### src/rtl/linkfix_pkg.sv
// Shared constants for the link-loss recovery reset controller.
// Assumes a 16-bit register file with two decoded addresses.
package linkfix_pkg;
    localparam int CMD_ADDR    = 0;   // command register
    localparam int MODE_ADDR   = 1;   // configuration (mode) register
    localparam int CMD_RST_BIT = 14;  // self-clearing logic-reset bit
    localparam int CMD_TO_BIT  = 1;   // sticky timeout flag, write 1 to clear
endpackage

### src/rtl/linkfix_wdog.sv
// Link-down watchdog: counts ticks while the link is down outside loopback
// and pulses fire for one cycle each time INTERVAL_TICKS ticks have elapsed.
// Assumes link_up, loopback_on and tick are synchronous to clk.
module linkfix_wdog #(
    parameter int INTERVAL_TICKS = 5000
) (
    input  logic clk,
    input  logic rst_n,
    input  logic tick,
    input  logic link_up,
    input  logic loopback_on,
    output logic fire
);
    localparam int CNT_W = (INTERVAL_TICKS > 1) ? $clog2(INTERVAL_TICKS) : 1;
    localparam logic [CNT_W-1:0] LAST = CNT_W'(INTERVAL_TICKS - 1);

    logic [CNT_W-1:0] cnt;

    // Interval counter: cleared by link-up or loopback, wraps on expiry.
    always_ff @(posedge clk) begin
        if (!rst_n) begin
            cnt  <= '0;
            fire <= 1'b0;
        end else begin
            fire <= 1'b0;
            if (link_up || loopback_on) begin
                cnt <= '0;
            end else if (tick) begin
                if (cnt == LAST) begin
                    cnt  <= '0;
                    fire <= 1'b1;
                end else begin
                    cnt <= cnt + 1'b1;
                end
            end
        end
    end

    // no expiry may follow a cycle with the link up or loopback active
    a_r3_no_fire_when_held: assert property (@(posedge clk) disable iff (!rst_n)
        (link_up || loopback_on) |=> !fire);

endmodule

### src/rtl/linkfix_rstseq.sv
// Reset sequencer: accepts one trigger at a time, holds busy (the request)
// and polls done every POLL_CYC cycles, at most MAX_POLLS times.
// Triggers that arrive while busy are dropped.
module linkfix_rstseq #(
    parameter int POLL_CYC  = 125,
    parameter int MAX_POLLS = 50
) (
    input  logic clk,
    input  logic rst_n,
    input  logic wd_fire,
    input  logic cmd_start,
    input  logic done,
    output logic busy,
    output logic started,
    output logic timeout_pulse
);
    localparam int CYC_W  = $clog2(POLL_CYC + 1);
    localparam int POLL_W = $clog2(MAX_POLLS + 1);
    localparam logic [CYC_W-1:0]  CYC_LAST  = CYC_W'(POLL_CYC - 1);
    localparam logic [POLL_W-1:0] POLL_LAST = POLL_W'(MAX_POLLS - 1);

    logic              trig;
    logic [CYC_W-1:0]  cyc;
    logic [POLL_W-1:0] polls;

    // Merge the two request sources; accepted only when idle.
    always_comb begin
        trig    = wd_fire || cmd_start;
        started = trig && !busy;
    end

    // Busy window, poll spacing and poll count.
    always_ff @(posedge clk) begin
        if (!rst_n) begin
            busy          <= 1'b0;
            cyc           <= '0;
            polls         <= '0;
            timeout_pulse <= 1'b0;
        end else begin
            timeout_pulse <= 1'b0;
            if (!busy) begin
                if (trig) begin
                    busy  <= 1'b1;
                    cyc   <= '0;
                    polls <= '0;
                end
            end else if (cyc == CYC_LAST) begin
                cyc <= '0;
                if (done) begin
                    busy <= 1'b0;
                end else if (polls == POLL_LAST) begin
                    busy          <= 1'b0;
                    timeout_pulse <= 1'b1;
                end else begin
                    polls <= polls + 1'b1;
                end
            end else begin
                cyc <= cyc + 1'b1;
            end
        end
    end

    // the poll count never reaches the poll limit
    a_r6_poll_bound: assert property (@(posedge clk) disable iff (!rst_n)
        polls < POLL_W'(MAX_POLLS));

    // a timeout is only reported at the end of a busy window
    a_r6_timeout_from_busy: assert property (@(posedge clk) disable iff (!rst_n)
        timeout_pulse |-> (!busy && $past(busy)));

    // a trigger during a reset does not restart its poll sequence
    a_r8_absorbed: assert property (@(posedge clk) disable iff (!rst_n)
        (busy && trig) |=> (!busy || polls >= $past(polls)));

endmodule

### src/rtl/linkfix_regs.sv
// Register file: command register (reset bit, sticky timeout flag) and
// mode register. Tracks whether a configuration change is pending and
// gates software reset requests on it. Read data is registered.
module linkfix_regs
    import linkfix_pkg::*;
#(
    parameter int DATA_W = 16,
    parameter int ADDR_W = 4
) (
    input  logic              clk,
    input  logic              rst_n,
    input  logic              reg_wr,
    input  logic              reg_rd,
    input  logic [ADDR_W-1:0] reg_addr,
    input  logic [DATA_W-1:0] reg_wdata,
    output logic [DATA_W-1:0] reg_rdata,
    input  logic              loopback_on,
    input  logic              busy,
    input  logic              started,
    input  logic              timeout_pulse,
    output logic              cmd_start,
    output logic              timeout_flag
);
    logic              prev_loop;
    logic              dirty;
    logic [DATA_W-1:0] mode_q;
    logic              wr_cmd;
    logic              wr_mode;
    logic              change_seen;

    // Decode writes and the software reset request.
    always_comb begin
        wr_cmd      = reg_wr && (reg_addr == ADDR_W'(CMD_ADDR));
        wr_mode     = reg_wr && (reg_addr == ADDR_W'(MODE_ADDR));
        change_seen = (loopback_on != prev_loop) || (wr_mode && (reg_wdata != mode_q));
        cmd_start   = wr_cmd && reg_wdata[CMD_RST_BIT] && dirty && !busy;
    end

    // Pending-change flag: set by a change, consumed when a reset starts.
    always_ff @(posedge clk) begin
        if (!rst_n) begin
            prev_loop <= 1'b0;
            dirty     <= 1'b0;
        end else begin
            prev_loop <= loopback_on;
            if (change_seen)  dirty <= 1'b1;
            else if (started) dirty <= 1'b0;
        end
    end

    // Mode register: written only by software, never by a reset.
    always_ff @(posedge clk) begin
        if (!rst_n)       mode_q <= '0;
        else if (wr_mode) mode_q <= reg_wdata;
    end

    // Sticky timeout flag, write-one-to-clear; a new timeout wins.
    always_ff @(posedge clk) begin
        if (!rst_n)                                timeout_flag <= 1'b0;
        else if (timeout_pulse)                    timeout_flag <= 1'b1;
        else if (wr_cmd && reg_wdata[CMD_TO_BIT])  timeout_flag <= 1'b0;
    end

    // Registered read mux.
    always_ff @(posedge clk) begin
        if (!rst_n) begin
            reg_rdata <= '0;
        end else if (reg_rd) begin
            reg_rdata <= '0;
            if (reg_addr == ADDR_W'(CMD_ADDR)) begin
                reg_rdata[CMD_RST_BIT] <= busy;
                reg_rdata[CMD_TO_BIT]  <= timeout_flag;
            end else if (reg_addr == ADDR_W'(MODE_ADDR)) begin
                reg_rdata <= mode_q;
            end
        end
    end

    // the flag only drops on a clearing write
    a_r7_sticky: assert property (@(posedge clk) disable iff (!rst_n)
        (timeout_flag && !(wr_cmd && reg_wdata[CMD_TO_BIT])) |=> timeout_flag);

    // the mode register changes only through a mode write
    a_r9_mode_hold: assert property (@(posedge clk) disable iff (!rst_n)
        !wr_mode |=> $stable(mode_q));

endmodule

### src/rtl/linkfix_reset_ctrl.sv
// Top level of the link-loss recovery reset controller: watchdog,
// register file and reset sequencer. dp_rst_req is high for the whole
// reset window; dp_rst_done is expected to stay high until it drops.
module linkfix_reset_ctrl #(
    parameter int INTERVAL_TICKS = 5000,
    parameter int POLL_CYC       = 125,
    parameter int MAX_POLLS      = 50,
    parameter int DATA_W         = 16,
    parameter int ADDR_W         = 4
) (
    input  logic              clk,
    input  logic              rst_n,
    input  logic              tick_pulse,
    input  logic              link_up,
    input  logic              loopback_on,
    input  logic              reg_wr,
    input  logic              reg_rd,
    input  logic [ADDR_W-1:0] reg_addr,
    input  logic [DATA_W-1:0] reg_wdata,
    output logic [DATA_W-1:0] reg_rdata,
    output logic              dp_rst_req,
    input  logic              dp_rst_done,
    output logic              rst_timeout
);
    logic wd_fire;
    logic cmd_start;
    logic busy;
    logic started;
    logic timeout_pulse;

    linkfix_wdog #(.INTERVAL_TICKS(INTERVAL_TICKS)) u_wdog (
        .clk(clk), .rst_n(rst_n), .tick(tick_pulse), .link_up(link_up),
        .loopback_on(loopback_on), .fire(wd_fire)
    );

    linkfix_regs #(.DATA_W(DATA_W), .ADDR_W(ADDR_W)) u_regs (
        .clk(clk), .rst_n(rst_n), .reg_wr(reg_wr), .reg_rd(reg_rd),
        .reg_addr(reg_addr), .reg_wdata(reg_wdata), .reg_rdata(reg_rdata),
        .loopback_on(loopback_on), .busy(busy), .started(started),
        .timeout_pulse(timeout_pulse), .cmd_start(cmd_start),
        .timeout_flag(rst_timeout)
    );

    linkfix_rstseq #(.POLL_CYC(POLL_CYC), .MAX_POLLS(MAX_POLLS)) u_seq (
        .clk(clk), .rst_n(rst_n), .wd_fire(wd_fire), .cmd_start(cmd_start),
        .done(dp_rst_done), .busy(busy), .started(started),
        .timeout_pulse(timeout_pulse)
    );

    // Request output follows the sequencer's busy window.
    always_comb dp_rst_req = busy;

endmodule

### config.mk
export PLATFORM = sky130hd
export DESIGN_NAME = linkfix_reset_ctrl
export DESIGN_NICKNAME = d
export VERILOG_FILES = /design/src/rtl/linkfix_pkg.sv /design/src/rtl/linkfix_wdog.sv /design/src/rtl/linkfix_rstseq.sv /design/src/rtl/linkfix_regs.sv /design/src/rtl/linkfix_reset_ctrl.sv
export SDC_FILE = /design/constraint.sdc
export NUM_CORES = 1
export LEC_CHECK = 0
export BUFFER_PORTS_ARGS = -buffer_cell sky130_fd_sc_hd__buf_2
export CORE_ASPECT_RATIO = 1.75
export CORE_MARGIN = 2
export CORE_UTILIZATION = 28
export CTS_BUF_LIST = sky130_fd_sc_hd__clkbuf_4 sky130_fd_sc_hd__clkbuf_8
export CTS_CLUSTER_DIAMETER = 150
export CTS_CLUSTER_SIZE = 16
export DETAILED_ROUTE_END_ITERATION = 8
export PLACE_DENSITY = 0.43
export SYNTH_ARGS = -nofsm -noshare
export SYNTH_HDL_FRONTEND = slang
export SYNTH_SLANG_ARGS = --single-unit
### constraint.sdc
create_clock -name clk -period 3 [get_ports clk]
set_input_delay 0.45 -clock clk [delete_from_list [all_inputs] [get_ports clk]]
set_output_delay 0.45 -clock clk [all_outputs]
set_load 0.005 [all_outputs]
### Word level (Yosys, flattened, before mapping)

Index checks and enable logic that the tools add are counted.

* bitwise gates (word level): 4
* reductions and logical operators: 20
* multiplexer cells: 26
* add/subtract/negate cells: 3
* equality and inequality tests: 9

Operators by type and width (count)
* two-way mux 6 bit: 5
* two-way mux 7 bit: 3
* two-way mux 16 bit: 1
* != test 16 bit: 1
* two-way mux 1 bit: 15
* adder 13 x 1 -> 13 bit, second input constant: 1
* equality test 13 bit, second input constant: 1
* two-way mux 13 bit: 1
* two-way mux 12 bit: 1
* logical AND 1 bit: 8
* adder 7 x 1 -> 7 bit, second input constant: 1
* equality test 7 bit, second input constant: 1
* adder 6 x 1 -> 6 bit, second input constant: 1
* equality test 6 bit, second input constant: 1
* != test 2 bit, second input constant: 3
* nonzero test 2 bit: 3
* equality test 4 x 1 -> 1 bit, second input constant: 1
* zero test 4 bit: 1
* inverter 1 bit: 4
* AND reduction 4 bit: 1
* OR reduction 4 bit: 1
* logical OR 1 bit: 3
* OR reduction 3 bit: 1
* OR reduction 2 bit: 1
* other kinds (2): 2

* word-level logic and storage cells: 73
* register bits after elaboration: 64

### Depth between registers and ports, before layout

* depth after elaboration: 9
* mapped depth: 6

### Cells and area by module

From an unflattened synthesis, not the netlist that was laid out.

* cells, all modules: 347
* area total of the unflattened synthesis: 3203.1 um2

By module, submodules not included
* linkfix_regs: sequential area each 700.7 um2, cells each 179, area each 1686.6 um2, times used 1
* linkfix_rstseq: sequential area each 300.3 um2, cells each 99, area each 864.6 um2, times used 1
* linkfix_wdog: sequential area each 280.3 um2, cells each 69, area each 651.9 um2, times used 1

### Least setup slack after synthesis

OpenSTA, ideal clock, no wires.

* path type: flip-flop to flip-flop
* start: register u_wdog.cnt[0]
* end: register u_wdog.cnt[3]
* stages on the path, launching flop included: 7
* required time: 2936 ps
* setup time: 64 ps
* arrival time: 1516 ps
* path buffers: 1
* setup slack: 1420 ps
* period minus slack after synthesis: 1580 ps
* path through: dfxtp_1 -> ha_1 -> and3_4 -> nand4b_1 -> or4b_4 -> buf_6 -> nor2_1

* longest elaborated chain between the ends: 2

RTL lines
* from (decl): line linkfix_wdog.sv:17 `logic [CNT_W-1:0] cnt;`
* from (signal assigned): line linkfix_wdog.sv:33 `cnt <= cnt + 1'b1;`
* adder 13 x 1 -> 13 bit / equality test 13 bit (equally long branches): line linkfix_wdog.sv:33, linkfix_wdog.sv:29
* two-way mux 13 bit (*): line linkfix_wdog.sv:29 `if (cnt == LAST) begin`

Every way passes the cells marked *; elsewhere a longest branch is shown, timed or not.
A chain may end at the register's enable or synchronous reset.

### Final worst setup path

* start: register u_seq.polls[1]
* end: register u_seq.polls[0]

* longest elaborated chain between the ends: 3

RTL lines
* from (decl): line linkfix_rstseq.sv:24 `logic [POLL_W-1:0] polls;`
* from (signal assigned): line linkfix_rstseq.sv:55 `polls <= polls + 1'b1;`
* equality test 6 bit: line linkfix_rstseq.sv:51 `end else if (polls == POLL_LAST) begin`
* != test 2 bit (no source line)
* AND reduction 4 bit (no source line)

Every way passes these cells.

==> results.py <==
metrics = {
    "clocking": {
        "cts_sinks": 64,
        "cts_max_path_buffers": 2,
        "cts_hold_buffers": 0,
        "tritoncts.num_buffers": 9,
        "clk_transition_reported_paths_ns": 0.07,
        "clock_latency_ns": 0.35,
        "htree_levels": 3,
        "root_buffer": "sky130_fd_sc_hd__clkbuf_8",
        "post_cts_buffers": 0,
        "postCtsResizedCells": 0,
        "cts_tree": "done",
    },
    "die": {
        "fp.dieW_um": 82.14,
        "floorplan.initialDensity_pct": 28.30,
        "floorplan.io_pins": 46,
        "die_height_um": 140.7,
        "core_region_area_mm2": 0.01057,
        "die_area_mm2": 0.01156,
        "rows": 50,
    },
    "yosys": {
        "synth-edff-count": 0,
        "area_share_of_the_largest_cell_type_after_synthesis_pct": 42.83,
        "post_synth_most_frequent_cells": "64 x sky130_fd_sc_hd__dfxtp_1, 53 x sky130_fd_sc_hd__nand2_1, 36 x sky130_fd_sc_hd__a21oi_1, 35 x sky130_fd_sc_hd__nor2_1, 25 x sky130_fd_sc_hd__xnor2_1",
        "synth_ff_type": "sky130_fd_sc_hd__dfxtp_1",
        "synth_top_area_cell": "sky130_fd_sc_hd__dfxtp_1",
        "synth.cell_area_mm2": 0.002992,
        "number_of_library_cell_types_mapped_by_synthesis": 51,
        "synthesis.yosys.warnings": 0,
        "netlist_instances": 348,
        "postSynth.asyncResetShare_pct": 0,
        "synthesis.nets": 381,
        "syn_area_per_cell_um2": 8.597,
        "synth.top_cells.by_area": "sky130_fd_sc_hd__dfxtp_1 43%, sky130_fd_sc_hd__xnor2_1 7.3%, sky130_fd_sc_hd__nand2_1 6.6%",
        "yosys.cell_count.top_type": "sky130_fd_sc_hd__dfxtp_1",
        "fraction_of_the_yosys_area_taken_by_sequential_cells_pct": 42.83,
        "ys_ff_latch": 64,
    },
    "placement": {
        "dpl.hpwl_um": 5373,
        "place_congestion": 0.7139,
        "buffer_ports.inserted": 45,
        "dp_slack_ns": 1.050,
    },
    "worst_setup_path": {
        "worstSetupPathType": "reg -> reg",
        "r2r-end": "u_seq.polls[0]",
        "rrSetupSlack_ns": 1.27,
        "delay_contributed_by_the_slowest_stage_of_the_critical_path_ns": 0.39,
        "timing.critical_path.max_delay_family": "compound AO/OA/AOI/OAI gates",
        "setup.worst_path.end_class": "flop",
        "timing.critical_path.fanout_max": 9,
        "worstRegToRegCells": 6,
        "timing.critical_path.slowest_stage_cell": "sky130_fd_sc_hd__dfxtp_1",
        "crit_path_start_kind": "flop",
        "required_ns": 3.25,
        "crit_path_cell_trace": "inv_1 -> ha_1 -> and4bb_2 -> a21oi_2 -> a31oi_1 -> a311oi_1",
        "r2r-start": "u_seq.polls[1]",
        "arrival_time_of_data_at_the_critical_path_endpoint_ns": 1.99,
        "cp_num_buf_inv": 1,
    },
    "detailed_routing": {
        "drt-pass1-iter-count": 4,
        "routed_wire_length_per_instance_um": 14.20,
        "dr_iter_0_viols": 117,
        "route.detailed.vias_per_inst": 4.864,
        "totalWireLength_um": 7495,
        "via_count": 2568,
        "post-route-drc-count": 0,
        "drt.antenna.violating_nets": 0,
    },
    "global_routing": {
        "global_route.overflow_total": 0,
        "global_route.usage.met2_pct": 25.03,
        "met3_usage_pct": 3.521,
        "gr-max-usage-layer": "met2",
        "number_of_global_route_vias_before_repair": 2536,
        "grt.total_usage_pct": 14.02,
        "groute.layer.met1.usage_pct": 14.98,
        "grt_first_pass_wirelength_um": 12250,
        "antenna_found_initial": 0,
        "grt_max_degree": 30,
    },
    "sta": {
        "final_number_of_setup_violating_endpoints": 0,
        "setup-tns-final_ns": 0,
        "worst-slew-pin-transition_ns": 0.6927,
        "period_needed_ns": 1.733,
        "final.setup.worst_slack_ns": 1.267,
        "max_freq_mhz": 577.0,
        "holdWs_ns": 0.2932,
        "clock_skew_ns": 0.01058,
        "timing.final.hold_violations": 0,
        "setup_repair_after_global_routing_missed_its_margin": "false",
        "timing.max_slew.rel_slack_pct": 53.77,
        "finalCritPeriodShare_pct": 57.77,
        "finalMaxSlewViolations": 0,
    },
    "min_path": {
        "holdPathEnd": "u_wdog.fire",
        "worstHoldPathType": "in -> reg",
        "min_from": "link_up",
        "depth_of_the_worst_hold_timing_path": 2,
    },
    "finish": {
        "fraction_of_layout_cells_with_a_size_suffix_above_1_pct": 20.35,
        "seq_area_mm2": 0.001281,
        "number_of_inserted_diodes": 0,
        "area_used_by_multi_input_combinational_logic_mm2": 0.001610,
        "layout.filler_cells": 1146,
        "areaGrowthSynthToFinish_pct": 17.65,
        "finalNetCount": 426,
    },
    "job": {
        "cap_violations": 0,
    },
    "outcome": {
        "run_status": "complete, no violations",
    },
    "power_and_ir_drop": {
        "vdd_drop_max_mv": 0.1968,
        "p_leak_uw": 0.001260,
        "pwrdens_mw_per_mm2": 482.3,
    },
}
-- cells by family after synthesis --
kind of cell | count (synthesis) | synth area share, %
buf+inv | 21 | 3.346
xor+xnor | 29 | 8.490
simple gates | 161 | 28.02
fa+ha+maj | 5 | 2.091
mux | 4 | 1.380
flops | 64 | 42.83
compound gates | 64 | 13.84
-- final cells by class --
class / instances / area share (%)
clock buffers: 9 / 3.519
repair buffers: 47 / 6.825
clock inverters: 7 / 2.026
well taps: 130 / 4.621
flip-flops and latches: 64 / 36.40
inverters: 8 / 0.8532
multi-input cells: 263 / 45.75
-- placed cells by master, fill, tap and decap left out, types with 5 or more instances in the layout --
| master | count |
|---|---|
| sky130_fd_sc_hd__buf_2 | 45 |
| sky130_fd_sc_hd__nand2_1 | 53 |
| sky130_fd_sc_hd__dfxtp_1 | 64 |
| sky130_fd_sc_hd__xnor2_1 | 25 |
| sky130_fd_sc_hd__nor4_1 | 6 |
| sky130_fd_sc_hd__nand4_1 | 11 |
| sky130_fd_sc_hd__a31oi_1 | 7 |
| sky130_fd_sc_hd__nor3_1 | 6 |
| sky130_fd_sc_hd__ha_1 | 5 |
| sky130_fd_sc_hd__a21oi_1 | 36 |
| sky130_fd_sc_hd__nor2b_1 | 14 |
| sky130_fd_sc_hd__clkbuf_8 | 9 |
| sky130_fd_sc_hd__nand3_1 | 8 |
| sky130_fd_sc_hd__nor2_1 | 35 |
| sky130_fd_sc_hd__inv_1 | 8 |
-- where the power goes --
group | switching [uW] | internal (uW) | total (uW)
sequential | 5.31 | 854 | 860
combinational | 54.5 | 35.1 | 89.5
clock | 365 | 383 | 748
-- stage by stage --
stage / cells / power (uW) / util (%) / area, um2
finish: 528 / 1697 / 33.29 / 3520
global route: 528 / 1771 / 33.29 / 3520
CTS: 528 / 1729 / 33.29 / 3520
detailed placement: 512 / 971.4 / 31.44 / 3324
global placement: 512 / 971.8 / 31.44 / 3324
floorplan: 348 / 926.6 / - / 2992
-- sequential cells by signal, indices dropped and copies added, names as in the netlist --
name                 flops
u_regs.timeout_flag      1
u_regs.prev_loop         1
u_wdog.cnt              13
u_regs.reg_rdata        16
u_seq.cyc                7
u_seq.busy               1
u_regs.mode_q           16
u_regs.dirty             1
u_seq.timeout_pulse      1
u_wdog.fire              1
u_seq.polls              6
-- how the worst max path moves through the flow --
stage / startpoint / to / slack, ns / cells after the start
floorplan: u_wdog.cnt[0] / u_wdog.cnt[3] / 1.42 / 6
global route: u_seq.polls[1] / u_seq.polls[0] / 1.12 / 6
finish: u_seq.polls[1] / u_seq.polls[0] / 1.27 / 6
detailed placement: rst_n / u_wdog.cnt[11] / 1.05 / 4
CTS: u_seq.polls[1] / u_seq.polls[0] / 1.27 / 6
global placement: rst_n / u_wdog.cnt[9] / 1.07 / 4
-- per-layer routing --
layer / vias to the layer above / wire, um
li1: 1299 / -
met1: 1216 / 3048
met2: 46 / 4034
met3: 7 / 289
met4: 0 / 123
met5: - / 0
Power figures use the tool's default switching activity.
